$ cat src/rtl/via_pkg.sv
package via_pkg;
  localparam int DW  = 8;
  localparam int CW  = 2 * DW;
  localparam int FW  = DW - 1;
  localparam int IDX_W = 4;

  typedef enum logic [IDX_W-1:0] {
    RI_PB     = 4'd0,  RI_PA     = 4'd1,  RI_DIRB   = 4'd2,  RI_DIRA   = 4'd3,
    RI_T1_LO  = 4'd4,  RI_T1_HI  = 4'd5,  RI_T1_LLO = 4'd6,  RI_T1_LHI = 4'd7,
    RI_T2_LO  = 4'd8,  RI_T2_HI  = 4'd9,  RI_SHIFT  = 4'd10, RI_AUX    = 4'd11,
    RI_PERIPH = 4'd12, RI_FLAGS  = 4'd13, RI_ENABLE = 4'd14, RI_PA_RAW = 4'd15
  } reg_idx_e;

  localparam int FB_SHIFT = 2;
  localparam int FB_T2    = 5;
  localparam int FB_T1    = 6;
  localparam logic [FW-1:0] IRQ_SRC = FW'((1 << FB_SHIFT) | (1 << FB_T1));
  localparam logic [1:0]    T1_FREERUN = 2'b01;

  // free-running step: 0 goes to all-ones, all-ones reloads
  function automatic logic [CW-1:0] t1_step(input logic [CW-1:0] cnt,
                                            input logic [CW-1:0] lat);
    return (cnt == '1) ? lat : cnt - 1'b1;
  endfunction

  function automatic logic [CW-1:0] t2_step(input logic [CW-1:0] cnt);
    return cnt - 1'b1;
  endfunction
endpackage

$ cat src/rtl/via_t1.sv
module via_t1
  import via_pkg::*;
(
  input  logic          clk,
  input  logic          rst_n,
  input  logic          tick_en,
  input  logic          cont_en,
  input  logic          lo_wr,
  input  logic          hi_wr,
  input  logic          reload,
  input  logic [DW-1:0] wdata,
  output logic [CW-1:0] cnt,
  output logic [CW-1:0] latch,
  output logic          hit
);
  logic [CW-1:0] cnt_nxt;
  logic          stepping;

  assign cnt_nxt  = t1_step(cnt, latch);
  assign stepping = tick_en & cont_en & ~reload;
  assign hit      = stepping & (cnt_nxt == '0);

  always_ff @(posedge clk) begin
    if (!rst_n) begin
      cnt   <= '1;
      latch <= '1;
    end else begin
      if (lo_wr) latch[DW-1:0]  <= wdata;
      if (hi_wr) latch[CW-1:DW] <= wdata;
      if (reload)        cnt <= {wdata, latch[DW-1:0]};
      else if (stepping) cnt <= cnt_nxt;
    end
  end

  // wrap from all-ones takes the latch that was held before the edge
  assert_reload_R4: assert property (@(posedge clk) disable iff (!rst_n)
    (tick_en && cont_en && !reload && cnt == '1) |=> cnt == $past(latch));
  // outside free-running mode the count holds
  assert_hold_R4: assert property (@(posedge clk) disable iff (!rst_n)
    (!cont_en && !reload) |=> $stable(cnt));
  // a flag event means the counter shows zero next
  assert_hit_zero_R5: assert property (@(posedge clk) disable iff (!rst_n)
    hit |=> cnt == '0);
endmodule

$ cat src/rtl/via_t2.sv
module via_t2
  import via_pkg::*;
(
  input  logic          clk,
  input  logic          rst_n,
  input  logic          tick_en,
  input  logic          lo_wr,
  input  logic          start,
  input  logic [DW-1:0] wdata,
  output logic [CW-1:0] cnt,
  output logic          hit
);
  logic [DW-1:0] lat_lo;
  logic          armed;
  logic [CW-1:0] cnt_nxt;

  assign cnt_nxt = t2_step(cnt);
  assign hit     = armed & tick_en & ~start & (cnt_nxt == '0);

  always_ff @(posedge clk) begin
    if (!rst_n) begin
      cnt    <= '1;
      lat_lo <= '0;
      armed  <= 1'b0;
    end else begin
      if (lo_wr) lat_lo <= wdata;
      if (start) begin
        cnt   <= {wdata, lat_lo};
        armed <= 1'b1;
      end else if (tick_en) begin
        cnt <= cnt_nxt;
        if (hit) armed <= 1'b0;
      end
    end
  end

  // one flag per load
  assert_oneshot_R6: assert property (@(posedge clk) disable iff (!rst_n)
    hit |=> !armed);
  // a start takes the written byte over the stored low byte
  assert_load_R6: assert property (@(posedge clk) disable iff (!rst_n)
    start |=> cnt == {$past(wdata), $past(lat_lo)});
endmodule

$ cat src/rtl/via_irq.sv
module via_irq
  import via_pkg::*;
(
  input  logic          clk,
  input  logic          rst_n,
  input  logic [FW-1:0] set_vec,
  input  logic [FW-1:0] clr_vec,
  input  logic          ier_wr,
  input  logic [DW-1:0] wdata,
  output logic [FW-1:0] ifr,
  output logic [FW-1:0] ier,
  output logic          pending,
  output logic          irq
);
  assign pending = |(ifr & ier);
  assign irq     = |(ifr & ier & IRQ_SRC);

  always_ff @(posedge clk) begin
    if (!rst_n) begin
      ifr <= '0;
      ier <= '0;
    end else begin
      ifr <= (ifr & ~clr_vec) | set_vec;
      if (ier_wr) ier <= wdata[DW-1] ? (ier | wdata[FW-1:0]) : (ier & ~wdata[FW-1:0]);
    end
  end

  // an event beats a clear in the same cycle
  assert_set_wins_R8: assert property (@(posedge clk) disable iff (!rst_n)
    (set_vec != '0) |=> (ifr & $past(set_vec)) == $past(set_vec));
  // set-form write leaves those enables on
  assert_ier_set_R9: assert property (@(posedge clk) disable iff (!rst_n)
    (ier_wr && wdata[DW-1]) |=> (ier & $past(wdata[FW-1:0])) == $past(wdata[FW-1:0]));
  // the second timer flag alone never raises the request
  assert_t2_quiet_R10: assert property (@(posedge clk) disable iff (!rst_n)
    (!ifr[FB_T1] && !ifr[FB_SHIFT]) |-> !irq);
endmodule

$ cat src/rtl/via_timer_regs.sv
module via_timer_regs
  import via_pkg::*;
#(
  parameter  int IDX_LSB = 9,
  localparam int ADDR_W  = IDX_LSB + IDX_W
) (
  input  logic              clk,
  input  logic              rst_n,
  input  logic              tick_en,
  input  logic              sr_done,
  input  logic              bus_sel,
  input  logic              bus_wr,
  input  logic [ADDR_W-1:0] bus_addr,
  input  logic [DW-1:0]     bus_wdata,
  output logic [DW-1:0]     bus_rdata,
  output logic              irq_o
);
  reg_idx_e      idx;
  logic          wr, rd;
  logic          unused_addr_bits;
  logic [DW-1:0] pb_q, pa_q, dirb_q, dira_q, sr_q, aux_q, pcr_q, pa_raw_q;
  logic [CW-1:0] t1_cnt, t1_lat, t2_cnt;
  logic          t1_hit, t2_hit;
  logic [FW-1:0] set_vec, clr_vec, ifr, ier;
  logic          pending;

  assign idx = reg_idx_e'(bus_addr[ADDR_W-1:IDX_LSB]);
  assign unused_addr_bits = ^bus_addr[IDX_LSB-1:0];
  assign wr  = bus_sel & bus_wr;
  assign rd  = bus_sel & ~bus_wr;

  via_t1 u_t1 (
    .clk, .rst_n, .tick_en,
    .cont_en (aux_q[DW-1:DW-2] == T1_FREERUN),
    .lo_wr   (wr && (idx == RI_T1_LO || idx == RI_T1_LLO)),
    .hi_wr   (wr && (idx == RI_T1_HI || idx == RI_T1_LHI)),
    .reload  (wr && idx == RI_T1_HI),
    .wdata   (bus_wdata),
    .cnt     (t1_cnt),
    .latch   (t1_lat),
    .hit     (t1_hit)
  );

  via_t2 u_t2 (
    .clk, .rst_n, .tick_en,
    .lo_wr (wr && idx == RI_T2_LO),
    .start (wr && idx == RI_T2_HI),
    .wdata (bus_wdata),
    .cnt   (t2_cnt),
    .hit   (t2_hit)
  );

  always_comb begin
    set_vec           = '0;
    set_vec[FB_T1]    = t1_hit;
    set_vec[FB_T2]    = t2_hit;
    set_vec[FB_SHIFT] = sr_done;
    clr_vec           = (wr && idx == RI_FLAGS) ? bus_wdata[FW-1:0] : '0;
    if ((rd && idx == RI_T1_LO) || (wr && (idx == RI_T1_HI || idx == RI_T1_LHI)))
      clr_vec[FB_T1] = 1'b1;
    if (rd && idx == RI_T2_LO) clr_vec[FB_T2]    = 1'b1;
    if (rd && idx == RI_SHIFT) clr_vec[FB_SHIFT] = 1'b1;
  end

  via_irq u_irq (
    .clk, .rst_n,
    .set_vec, .clr_vec,
    .ier_wr  (wr && idx == RI_ENABLE),
    .wdata   (bus_wdata),
    .ifr, .ier, .pending,
    .irq     (irq_o)
  );

  always_ff @(posedge clk) begin
    if (!rst_n) begin
      pb_q <= '0; pa_q <= '0; dirb_q <= '0; dira_q <= '0;
      sr_q <= '0; aux_q <= '0; pcr_q <= '0; pa_raw_q <= '0;
    end else if (wr) begin
      unique case (idx)
        RI_PB:     pb_q     <= bus_wdata;
        RI_PA:     pa_q     <= bus_wdata;
        RI_DIRB:   dirb_q   <= bus_wdata;
        RI_DIRA:   dira_q   <= bus_wdata;
        RI_SHIFT:  sr_q     <= bus_wdata;
        RI_AUX:    aux_q    <= bus_wdata;
        RI_PERIPH: pcr_q    <= bus_wdata;
        RI_PA_RAW: pa_raw_q <= bus_wdata;
        default: ;
      endcase
    end
  end

  always_comb begin
    unique case (idx)
      RI_PB:     bus_rdata = pb_q;
      RI_PA:     bus_rdata = pa_q;
      RI_DIRB:   bus_rdata = dirb_q;
      RI_DIRA:   bus_rdata = dira_q;
      RI_T1_LO:  bus_rdata = t1_cnt[DW-1:0];
      RI_T1_HI:  bus_rdata = t1_cnt[CW-1:DW];
      RI_T1_LLO: bus_rdata = t1_lat[DW-1:0];
      RI_T1_LHI: bus_rdata = t1_lat[CW-1:DW];
      RI_T2_LO:  bus_rdata = t2_cnt[DW-1:0];
      RI_T2_HI:  bus_rdata = t2_cnt[CW-1:DW];
      RI_SHIFT:  bus_rdata = sr_q;
      RI_AUX:    bus_rdata = aux_q;
      RI_PERIPH: bus_rdata = pcr_q;
      RI_FLAGS:  bus_rdata = {pending, ifr};
      RI_ENABLE: bus_rdata = {1'b1, ier};
      default:   bus_rdata = pa_raw_q;
    endcase
  end

  // a low-byte read of the first counter leaves its flag clear unless a new event lands
  assert_read_clear_R7: assert property (@(posedge clk) disable iff (!rst_n)
    (rd && idx == RI_T1_LO && !t1_hit) |=> !ifr[FB_T1]);
  // a shifter pulse is visible as a flag next cycle
  assert_shift_flag_R11: assert property (@(posedge clk) disable iff (!rst_n)
    sr_done |=> ifr[FB_SHIFT]);
endmodule

$ cat config.mk
export PLATFORM = sky130hd
export DESIGN_NAME = via_timer_regs
export DESIGN_NICKNAME = d
export VERILOG_FILES = /design/src/rtl/via_pkg.sv /design/src/rtl/via_t1.sv /design/src/rtl/via_t2.sv /design/src/rtl/via_irq.sv /design/src/rtl/via_timer_regs.sv
export SDC_FILE = /design/constraint.sdc
export NUM_CORES = 1
export LEC_CHECK = 0
export ABC_AREA = 1
export BUFFER_PORTS_ARGS = -buffer_cell sky130_fd_sc_hd__buf_2
export CORE_ASPECT_RATIO = 0.7
export CORE_UTILIZATION = 50
export CTS_BUF_LIST = sky130_fd_sc_hd__clkbuf_4
export DETAILED_ROUTE_END_ITERATION = 12
export HOLD_SLACK_MARGIN = 0.12
export PLACE_DENSITY = 0.72
export SLEW_MARGIN = 30
export SYNTH_ARGS = -nofsm -noshare
export SYNTH_HDL_FRONTEND = slang
export SYNTH_SLANG_ARGS = --single-unit
export TNS_END_PERCENT = 50
$ cat constraint.sdc
create_clock -name clk -period 2.45 [get_ports clk]
set_input_delay 0.49 -clock clk [delete_from_list [all_inputs] [get_ports clk]]
set_output_delay 0.49 -clock clk [all_outputs]
set_load 0.005 [all_outputs]
# Word level (Yosys, flattened, before mapping)
# Index checks and enable logic that the tools add are counted.
dict set report op_classes {
  n_eq_ne 17
  n_bitwise 18
  n_mux 14
  div 0
  add_sub_neg 2
  multipliers 0
  n_reduce_logical 30
  magnitude_cmp 0
  shift 0
}
# cell count
set ops {}
lappend ops {{$pmux 8 s15} 1}
lappend ops {{$mux 16} 5}
lappend ops {{$eq 4x4->1 const B} 8}
lappend ops {{$logic_not 16->1} 2}
lappend ops {{$sub 16x1->16 const B} 2}
lappend ops {{$and 7x7->7} 3}
lappend ops {{$reduce_and 2->1} 9}
lappend ops {{$eq 16x16->1 const B} 1}
lappend ops {{$eq 4x3->1 const B} 4}
lappend ops {{$mux 7} 2}
lappend ops {{$not 7->7} 2}
lappend ops {{$or 7x7->7} 2}
lappend ops {{$logic_and 1x1->1} 10}
lappend ops {{$and 1x1->1} 8}
lappend ops {{$eq 4x2->1 const B} 2}
lappend ops {{$reduce_or 7->1} 1}
lappend ops {{$mux 1} 6}
lappend ops {{$reduce_bool 2->1} 3}
lappend ops {{$eq 4x1->1 const B} 1}
lappend ops {{$logic_not 4->1} 1}
lappend ops {{$logic_or 1x1->1} 3}
lappend ops {{$not 1->1} 3}
lappend ops {{$eq 2x1->1 const B} 1}
lappend ops {{$reduce_or 2->1} 1}
dict set report totals {
  ram_bits 0
  romBits 0
  word_cells 97
  mem_count 0
  latchBits 0
  ff_bits 135
  inputBits 27
}

# Longest topological paths before layout
# Gate-level depths: netlist (run 1).
dict set report depth {
  depth_word 8
  mapped_depth 14
  mapped_depth_nobuf 14
}

# Modules after synthesis
# A second synthesis (run 1) with hierarchy kept.
dict set report hier_totals {
  cells_unflattened 1238
  hier_area_um2 7808.7
}
# module area_per_inst_um2 seq_area_each_um2 n_inst cells_each
set modules_own_cells {}
lappend modules_own_cells {via_timer_regs 3777.4 1281.2 1 609}
lappend modules_own_cells {via_t1 2028.2 640.6 1 325}
lappend modules_own_cells {via_t2 1440.1 500.5 1 224}
lappend modules_own_cells {via_irq 563.0 280.3 1 80}

# Worst setup path before layout (run 1)
# Ideal clock, no wire load.
dict set report synth_path {
  path_kind {input to output}
  from {input port bus_addr[9]}
  to {output port bus_rdata[3]}
  stages 10
  path_buffers 1
  setup_slack_ns 0.332
  t_required_ns 1.960
  arrival_ns 1.628
  cell_sequence {buf_2 -> nand2_1 -> inv_1 -> nand2_1 -> clkinv_1 -> nand2_1 -> o21ai_0 -> nor2_1 -> nand4_1 -> a21o_1}
}
dict set report synth_between {
  elab_chain_len 2
}
# item line
set synth_rtl {}
lappend synth_rtl {{start, declared} via_timer_regs.sv:13} ;# input logic [ADDR_W-1:0] bus_addr,
lappend synth_rtl {{$eq 4x4->1, or another cell as far along} via_timer_regs.sv:94} ;# unique case (idx)
lappend synth_rtl {{$pmux 8 s15 *} via_timer_regs.sv:94}
lappend synth_rtl {{end, declared} via_timer_regs.sv:15} ;# output logic [DW-1:0] bus_rdata,
# Mark *: on every way between the ends. The rest lies on a longest branch, timed or not.

# Worst setup path in the final report (run 1)
dict set report layout_path {
  from {input port bus_addr[10]}
  to {output port bus_rdata[6]}
}
# Same word-level chain as after synthesis.

==> results of run 1 <==
==> layout by cell type (no fill, tap or decap), types with 3 or more instances in the layout <==
cell                        netlist  final
sky130_fd_sc_hd__a21oi_1        103    103
sky130_fd_sc_hd__a221oi_1         9      7
sky130_fd_sc_hd__buf_2           17     24
sky130_fd_sc_hd__buf_4            1     56
sky130_fd_sc_hd__bufinv_16        0      3
sky130_fd_sc_hd__clkbuf_4         0     18
sky130_fd_sc_hd__clkinv_4         0      4
sky130_fd_sc_hd__dfxtp_1        135    127
sky130_fd_sc_hd__dfxtp_2          0      8
sky130_fd_sc_hd__ha_1             4      4
sky130_fd_sc_hd__inv_1          118    112
sky130_fd_sc_hd__inv_2           11     18
sky130_fd_sc_hd__inv_6            0      3
sky130_fd_sc_hd__nand2_1        263    252
sky130_fd_sc_hd__nand2_2          7     15
sky130_fd_sc_hd__nand2_4          1      4
sky130_fd_sc_hd__nand3_1         72     71
sky130_fd_sc_hd__nand4_1         13     13
sky130_fd_sc_hd__nor2_1          70     67
sky130_fd_sc_hd__nor2_2          10     12
sky130_fd_sc_hd__nor2_4           5      6
sky130_fd_sc_hd__nor3_1           6      6
sky130_fd_sc_hd__o2111ai_1       11     11
sky130_fd_sc_hd__o211ai_1        22     22
sky130_fd_sc_hd__o21ai_0         61     57
sky130_fd_sc_hd__o21ai_1          4      8
sky130_fd_sc_hd__o221ai_1        13     13
sky130_fd_sc_hd__o22ai_1         25     24
sky130_fd_sc_hd__xor2_1          12     12
==> per-layer routing <==
layer,GRT usage,up-vias,wire (um)
li1,-,3619,-
met1,0.460,3333,10500
met2,0.443,334,8680
met3,0.104,30,2390
met4,0.0769,0,301
met5,0,-,0
==> worst max-delay path, cell delays in order <==
cell and delay (ns):
sky130_fd_sc_hd__buf_4 0.14, sky130_fd_sc_hd__inv_4 0.06, sky130_fd_sc_hd__buf_4 0.13, sky130_fd_sc_hd__nand3_4 0.12
sky130_fd_sc_hd__buf_4 0.13, sky130_fd_sc_hd__o22ai_1 0.07, sky130_fd_sc_hd__nor4_2 0.39, sky130_fd_sc_hd__buf_4 0.17
sky130_fd_sc_hd__nand4_1 0.11, sky130_fd_sc_hd__buf_2 0.17
==> final cells by class <==
| cell class | count | share of cell area |
|---|---|---|
| Clock inverter | 14 | 0.0214 |
| Timing Repair Buffer | 84 | 0.0743 |
| Sequential cell | 135 | 0.334 |
| Tap cell | 185 | 0.0285 |
| Multi-Input combinational cell | 733 | 0.464 |
| Inverter | 131 | 0.0609 |
| Clock buffer | 18 | 0.0166 |
==> logic make-up after synthesis <==
logic type | synth area share
compound gates | 0.212
xor+xnor | 0.0174
fa+ha+maj | 0.00710
buf+inv | 0.0967
flops | 0.383
simple gates | 0.283
==> metrics by stage <==
step,hold slack (ns),instances
3_3_place_gp,0.438,1264
5_1_grt,0.154,1300
3_5_place_dp,0.441,1264
6_report,0.171,1300
4_1_cts,0.149,1299
2_1_floorplan,0.425,1043
==> power by group <==
| part | switching [uW] | total [uW] | internal [uW] | leakage, uW |
|---|---|---|---|---|
| sequential | 35.1 | 2270 | 2240 | 0.00110 |
| combinational | 392 | 580 | 188 | 0.00224 |
| clock | 904 | 1630 | 727 | 0.000159 |
==> state kept, by name (all words and copies together), names as in the netlist, named ones only <==
register / cells
u_t1.cnt: 16
u_t1.latch: 16
u_t2.cnt: 16
aux_q: 8
dira_q: 8
dirb_q: 8
pa_q: 8
pa_raw_q: 8
pb_q: 8
pcr_q: 8
sr_q: 8
u_t2.lat_lo: 8
u_irq.ifr: 7
u_t2.armed: 1
==> how the worst max path moves through the flow <==
stage                     cells after the start           end  slack (ns)
after floorplan                              10  bus_rdata[3]        0.33
final                                        10  bus_rdata[6]       -0.03
after CTS                                     9  bus_rdata[7]       -0.02
after global placement                       12  bus_rdata[6]       -0.24
after global routing                          9  bus_rdata[7]       -0.15
after detailed placement                     12  bus_rdata[6]       -0.23
==> timing repair <==
action / CTS / global route
resized for setup: 20 / 31
setup buffers: 3 / 1
pin swaps: 5 / 9
endpoints found under the setup margin: 2 / 7
hold buffers: 0 / 0
==> impl_summary.txt, run 1 <==
----------------------------------------------------
[Synthesis]
  Most frequent cells after synthesis ... sky130_fd_sc_hd__nand2_1, sky130_fd_sc_hd__dfxtp_1, sky130_fd_sc_hd__inv_1, sky130_fd_sc_hd__a21oi_1, sky130_fd_sc_hd__nand3_1
  Share of flip-flops with an asynchronous set or reset after synthesis ... 0
  Area share of the largest cell type after synthesis ... 0.383
  Distinct cells, synth ... 41
  Netlist Area Pre-Place ... 7050 um^2
  Gate count after technology mapping ... 1043
  Total nets after synthesis ... between 1000 and 1500
  Biggest area contributors in the synthesized netlist ... sky130_fd_sc_hd__dfxtp_1, sky130_fd_sc_hd__nand2_1, sky130_fd_sc_hd__a21oi_1
  Primary FF master, synth ... sky130_fd_sc_hd__dfxtp_1
  Sequential area share after synthesis ... 0.383
  Leading cell type by number of instances after synthesis ... sky130_fd_sc_hd__nand2_1
  Total number of yosys warnings ... 0
  Area leader, netlist ... sky130_fd_sc_hd__dfxtp_1
  Mapped Avg Cell Area ... 6.76 um^2
  EDFF count, synth ... 0
  Synthesized flop and latch total ... 135

[Power]
  Worst VDD drop ... approximately 0.30 mV
  Leakage Power ... between 0.003 and 0.004 uW
  Overall power after layout ... ~4500 uW
  Total power per unit cell area ... 553 nW/um^2

[Clock tree]
  Library cell used as clock root buffer ... sky130_fd_sc_hd__clkbuf_4
  Clock latency reported for the late side of the worst-skew pair ... 0.54 ns
  Deepest clock path buffer count ... 2
  # clock sinks ... 135
  Depth of the CTS H-tree ... 4
  Clock edge transition at the registers on the reported setup and hold paths ... approximately 0.12 ns
  Number of CTS-inserted buffers ... 17
  CTS tree ... done

[Route]
  Number of antenna-violating nets in the routed design ... 0
  Number of design-rule violations left by the first detailed-router iteration ... 768
  Count of vias placed by the detailed router ... 7316
  Vias/cell ... about 5.6
  Post-detailed-route DRC marker count ... 0
  Number of detailed-route iterations in the first pass ... 5
  Routed len/inst ... around 17 um
  WL final ... between 20000 and 25000 um

[Global routing]
  Total overflow reported by the global router ... 0
  Gr usage total ... 0.316
  Pin count of the biggest net entering global routing ... 73
  Number of antenna violations at the first check in global routing ... 1
  Vias in the first global route ... 6568
  First-pass GRT wire length ... between 30000 and 40000 um

[Setup path]
  Depth of the most critical reg-to-reg path ... 13
  CP Data Required Time ... 1.96 ns
  Crit path from ... bus_addr[10]
  Worst reg2reg path startpoint ... u_t1.cnt[1]
  Worst path arrival time ... 1.99 ns
  Endpoint kind of the worst setup timing path ... output port
  Setup slack of the worst register-to-register path ... roughly 0.34 ns
  Worst R2R End ... u_irq.ifr[6]
  Kind of launch point of the worst setup path ... primary input
  Peak fanout along the critical path ... 8
  Class of the most critical setup path ... in2out

[Timing]
  Post-layout minimum cycle time ... roughly 2.5 ns
  Total negative slack for setup checks ... -0.0564 ns
  Hold Violations, Final ... 0
  Unrepaired setup endpoints after global routing ... true
  Clock skew ... 0.0189 ns
  Slew headroom ... 0.692
  Worst path setup slack after routing ... -0.0282 ns
  Total of endpoints with negative setup slack in the final report ... 2
  Max Freq ... 404 MHz
  Share of the clock period used by the worst path ... 1.01
  Max-slew violation count ... 0
  Slew at the pin with the worst max-slew slack ... between 0.4 and 0.5 ns

[Cells and area]
  P&R area growth vs syn ... 15.1%
  Total area of multi-input combinational cells ... approximately 3800 um^2
  Final core utilization ... 0.604
  Number of fill cells ... 1303
  Nets@finish ... 1133
  Proportion of layout cells with a drive suffix above 1 ... 0.169
  Post-Layout Inst Area ... 8120 um^2
  Sequential standard cell area ... 2710 um^2
  Antenna diodes ... 0

[Die]
  Number of primary I/O pins ... 36
  Core ar. ... 13400 um^2
  Initial core utilization ... 0.525
  Cell row count ... 35
  Width of the die ... 144 um
  Die area ... around 15000 um^2
  Vert. Die Dim ... 101 um

[Hold path]
  Worst min-delay path endpoint ... u_irq.ifr[2]
  Hold Path Origin ... sr_done
  Worst min path class ... in2reg
  Hold Path Stages ... 3

[Place]
  HPWL after DPL ... ~16000 um
  Area after DPL ... 7650 um^2
  GP Congestion ... 0.983
  Number of port buffers ... 26
  Worst setup slack after placement ... -0.232 ns

[Outcome]
  Violations in the final reports ... negative setup slack
  Status ... finished with violations

[Job]
  Max-cap check violation count ... 0

----------------------------------------------------
Power figures use the tool's default switching activity.
==> run 2: changes to the inputs <==
--- a/config.mk
+++ b/config.mk
@@ -9,7 +9,6 @@
 export BUFFER_PORTS_ARGS = -buffer_cell sky130_fd_sc_hd__buf_2
 export CORE_ASPECT_RATIO = 0.7
 export CORE_UTILIZATION = 50
-export CTS_BUF_LIST = sky130_fd_sc_hd__clkbuf_4
 export DETAILED_ROUTE_END_ITERATION = 12
 export HOLD_SLACK_MARGIN = 0.12
 export PLACE_DENSITY = 0.72
==> run 2 against run 1 <==
The flow still finishes with violations (negative setup slack). Design area rose by 3.2%. Worst hold slack improved by 0.12 ns. Worst setup slack got worse by 0.0073 ns. Combinational power barely moved. First-iteration DRC count fell by 0.39%. Sequential cell count did not move. Core utilization rose by 1.9 points. Sequential share of layout area fell by 1.2 points.
==> impl_summary.txt, run 2 (synthesis gave the netlist of run 1 again) <==
----------------------------------------------------
[Global routing]
  Vias in the first global route ... 6635 (+1.0%)
  First-pass GRT wire length ... 35100 um (+1.1%)
  Gr usage total ... 0.320 (+0.00448)
  Pin count of the biggest net entering global routing ... 73 (unchanged)
  Total overflow reported by the global router ... 0 (unchanged)
  Number of antenna violations at the first check in global routing ... 1 (unchanged)

[Route]
  Number of design-rule violations left by the first detailed-router iteration ... 765 (-0.39%)
  Number of detailed-route iterations in the first pass ... 5 (unchanged)
  Count of vias placed by the detailed router ... 7319 (+0.041%)
  WL final ... 22100 um (+1.1%)
  Number of antenna-violating nets in the routed design ... 0 (unchanged)
  Routed len/inst ... 17.1 um (+1.4%)
  Post-detailed-route DRC marker count ... 0 (unchanged)
  Vias/cell ... 5.65 (+0.35%)

[Power]
  Sequential share of power ... 0.410 (-0.097)
  Overall power after layout ... 5550 uW (+24%)
  Leakage Power ... 0.00360 uW (+3.0%)
  Worst VDD drop ... 0.459 mV (+54%)
  Clk pwr share ... 0.486 (+0.122)
  Sw Share ... 0.262 (-0.0351)
  Total net switching power ... 1450 uW (+9.1%)
  Total power per unit cell area ... 663 nW/um^2 (+20%)
  Internal cell power ... 4100 uW (+30%)
  Combinational power share ... 0.104 (-0.025)

[Cells and area]
  Final core utilization ... 0.623 (+0.0194)
  Sequential standard cell area ... 2700 um^2 (-0.37%)
  Nets@finish ... 1129 (-0.35%)
  Number of standard cells in the layout, taps in and fillers out ... 1296 (-0.31%)
  Proportion of layout cells with a drive suffix above 1 ... 0.152 (-0.0165)
  Top Registers ... u_t1.cnt: 16 flops, u_t1.latch: 16 flops, u_t2.cnt: 16 flops
  Number of fill cells ... 1265 (-2.9%)
  Highest-count cells in the layout ignoring fill and taps ... sky130_fd_sc_hd__nand2_1, sky130_fd_sc_hd__dfxtp_1, sky130_fd_sc_hd__inv_1
  Total area of multi-input combinational cells ... 3750 um^2 (-0.46%)
  Leading cell type in the layout, fill and taps excluded ... sky130_fd_sc_hd__nand2_1
  P&R area growth vs syn ... 18.8%
  Antenna diodes ... 0 (unchanged)

[Setup path]
  CP max stage cell ... sky130_fd_sc_hd__nor4_2
  CP Cell Sequence ... buf_2 -> buf_4 -> nand2_1 -> inv_1 -> nand2_4 -> inv_2 -> o2bb2ai_1 -> nor4_2 -> buf_4 -> nand4_1 -> buf_2
  Class of the most critical setup path ... in2out
  Peak fanout along the critical path ... 6 (-2)
  Worst path buffer plus inverter count ... 6 (unchanged)
  Kind of launch point of the worst setup path ... primary input
  Worst path arrival time ... 2.00 ns (about the same)
  Cell type group with the largest total delay on the critical path ... buffers and inverters
  CP Data Required Time ... 1.96 ns (about the same)
  Endpoint kind of the worst setup timing path ... output port
  Maximum cell stage delay along the critical path ... 0.27 ns (-0.12 ns)

[Clock tree]
  Count of hold buffers inserted by post-cts repair ... 0 (unchanged)
  Post-CTS setup-driven buffer insertion count ... 0 (-3)
  Library cell used as clock root buffer ... sky130_fd_sc_hd__clkbuf_16
  CTS tree ... done
  Clock edge transition at the registers on the reported setup and hold paths ... 0.06 ns (-0.06 ns)
  Clock latency reported for the late side of the worst-skew pair ... 0.42 ns (-0.12 ns)
  Depth of the CTS H-tree ... 4 (unchanged)
  Number of CTS-inserted buffers ... 17 (unchanged)
  Deepest clock path buffer count ... 2 (unchanged)
  # clock sinks ... 135 (unchanged)

[Place]
  HPWL after DPL ... 15700 um (unchanged)
  GP Congestion ... 0.983 (unchanged)
  Number of port buffers ... 26 (unchanged)
  Placed instance count ... 1264 (unchanged)

[Hold path]
  Worst min path class ... in2reg

[Outcome]
  Status ... finished with violations
  Violations in the final reports ... negative setup slack

[Die]
  Vert. Die Dim ... 101 um (unchanged)
  Initial core utilization ... 0.525 (unchanged)
  Width of the die ... 144 um (unchanged)
  Die area ... 14600 um^2 (unchanged)
  Cell row count ... 35 (unchanged)
  Number of primary I/O pins ... 36 (unchanged)
  Core ar. ... 13400 um^2 (unchanged)

[Timing]
  Hold Violations, Final ... 0 (unchanged)
  Max-slew violation count ... 0 (unchanged)
  Max Freq ... 402 MHz (-0.29%)
  Share of the clock period used by the worst path ... 1.01 (+0.00298)
  Post-layout minimum cycle time ... 2.49 ns (+0.00731 ns)
  Slew at the pin with the worst max-slew slack ... 0.470 ns (+0.00912 ns)
  Worst path setup slack after routing ... -0.0355 ns (-0.00731 ns)
  Unrepaired setup endpoints after global routing ... true
  Slew headroom ... 0.686 (-0.00610)
  Clock skew ... 0.0106 ns (-0.00827 ns)
  Total of endpoints with negative setup slack in the final report ... 1 (-1)

[Job]
  Max-cap check violation count ... 0 (unchanged)

----------------------------------------------------
-- run 2: cell types whose count changed in the layout (fill, tap and decap cells not counted), sizes merged --
cell | before | now
buf | 84 | 80
clkbuf | 18 | 20
clkinv | 6 | 4
-- run 2: worst register-to-register path, stage by stage (launching register included) --
cell and delay (ns):
sky130_fd_sc_hd__dfxtp_1 0.40, sky130_fd_sc_hd__ha_1 0.24, sky130_fd_sc_hd__nand2_1 0.08, sky130_fd_sc_hd__nor2_1 0.14
sky130_fd_sc_hd__nand2_2 0.10, sky130_fd_sc_hd__nor2_4 0.20, sky130_fd_sc_hd__nand2_1 0.08, sky130_fd_sc_hd__nand2_1 0.08
sky130_fd_sc_hd__nand2_1 0.06, sky130_fd_sc_hd__nor2_1 0.26, sky130_fd_sc_hd__nand2_1 0.08, sky130_fd_sc_hd__nor2_1 0.10
sky130_fd_sc_hd__nand3_1 0.10, sky130_fd_sc_hd__a21oi_2 0.13
-- run 2: power by group through the flow --
stage,Combinational (uW),Clock [uW],Sequential [uW]
after global routing,627,2810,2280
after global placement,541,0,2320
final,578,2700,2270
after CTS,556,2700,2270
after detailed placement,547,0,2320
after floorplan,338,0,2310
-- run 2: worst paths after layout --
path | from | endpoint | slack (ns) | depth (start not counted)
worst min register to register | pb_q[1] | pb_q[1] | 0.45 | 2
worst min-delay path | sr_done | u_irq.ifr[2] | 0.29 | 3
worst max-delay path | bus_addr[11] | bus_rdata[6] | -0.04 | 11
worst max register to register | u_t1.cnt[0] | u_irq.ifr[6] | 0.33 | 13
-- run 2: cell type report --
class	count	area share
multi-input cells	733	0.447
flip-flops and latches	135	0.323
clock buffers	20	0.0545
inverters	131	0.0590
repair buffers	80	0.0689
well taps	185	0.0276
clock inverters	12	0.0199
-- run 2: per-stage QoR --
stage	hold slack (ns)	setup TNS (ns)	instance area [um^2]	setup slack, ns
after global routing	0.310	-0.202	8380	-0.0977
after detailed placement	0.441	-0.253	7650	-0.232
final	0.290	-0.0355	8380	-0.0355
after floorplan	0.425	0	7050	0.332
after CTS	0.283	-0.00253	8310	-0.00253
after global placement	0.438	-0.236	7650	-0.236
-- run 2: metal layers --
| metal | part of all wire | global-route usage |
|---|---|---|
| met1 | 0.46 | 0.464 |
| met3 | 0.12 | 0.102 |
| met5 | 0.00068 | 0 |
| met2 | 0.40 | 0.449 |
| met4 | 0.014 | 0.0908 |
-- run 2: what timing repair did --
item,in CTS,in global routing
resized for setup,9,25
endpoints found under the setup margin,2,7
gates cloned,0,0
pin swaps,1,5
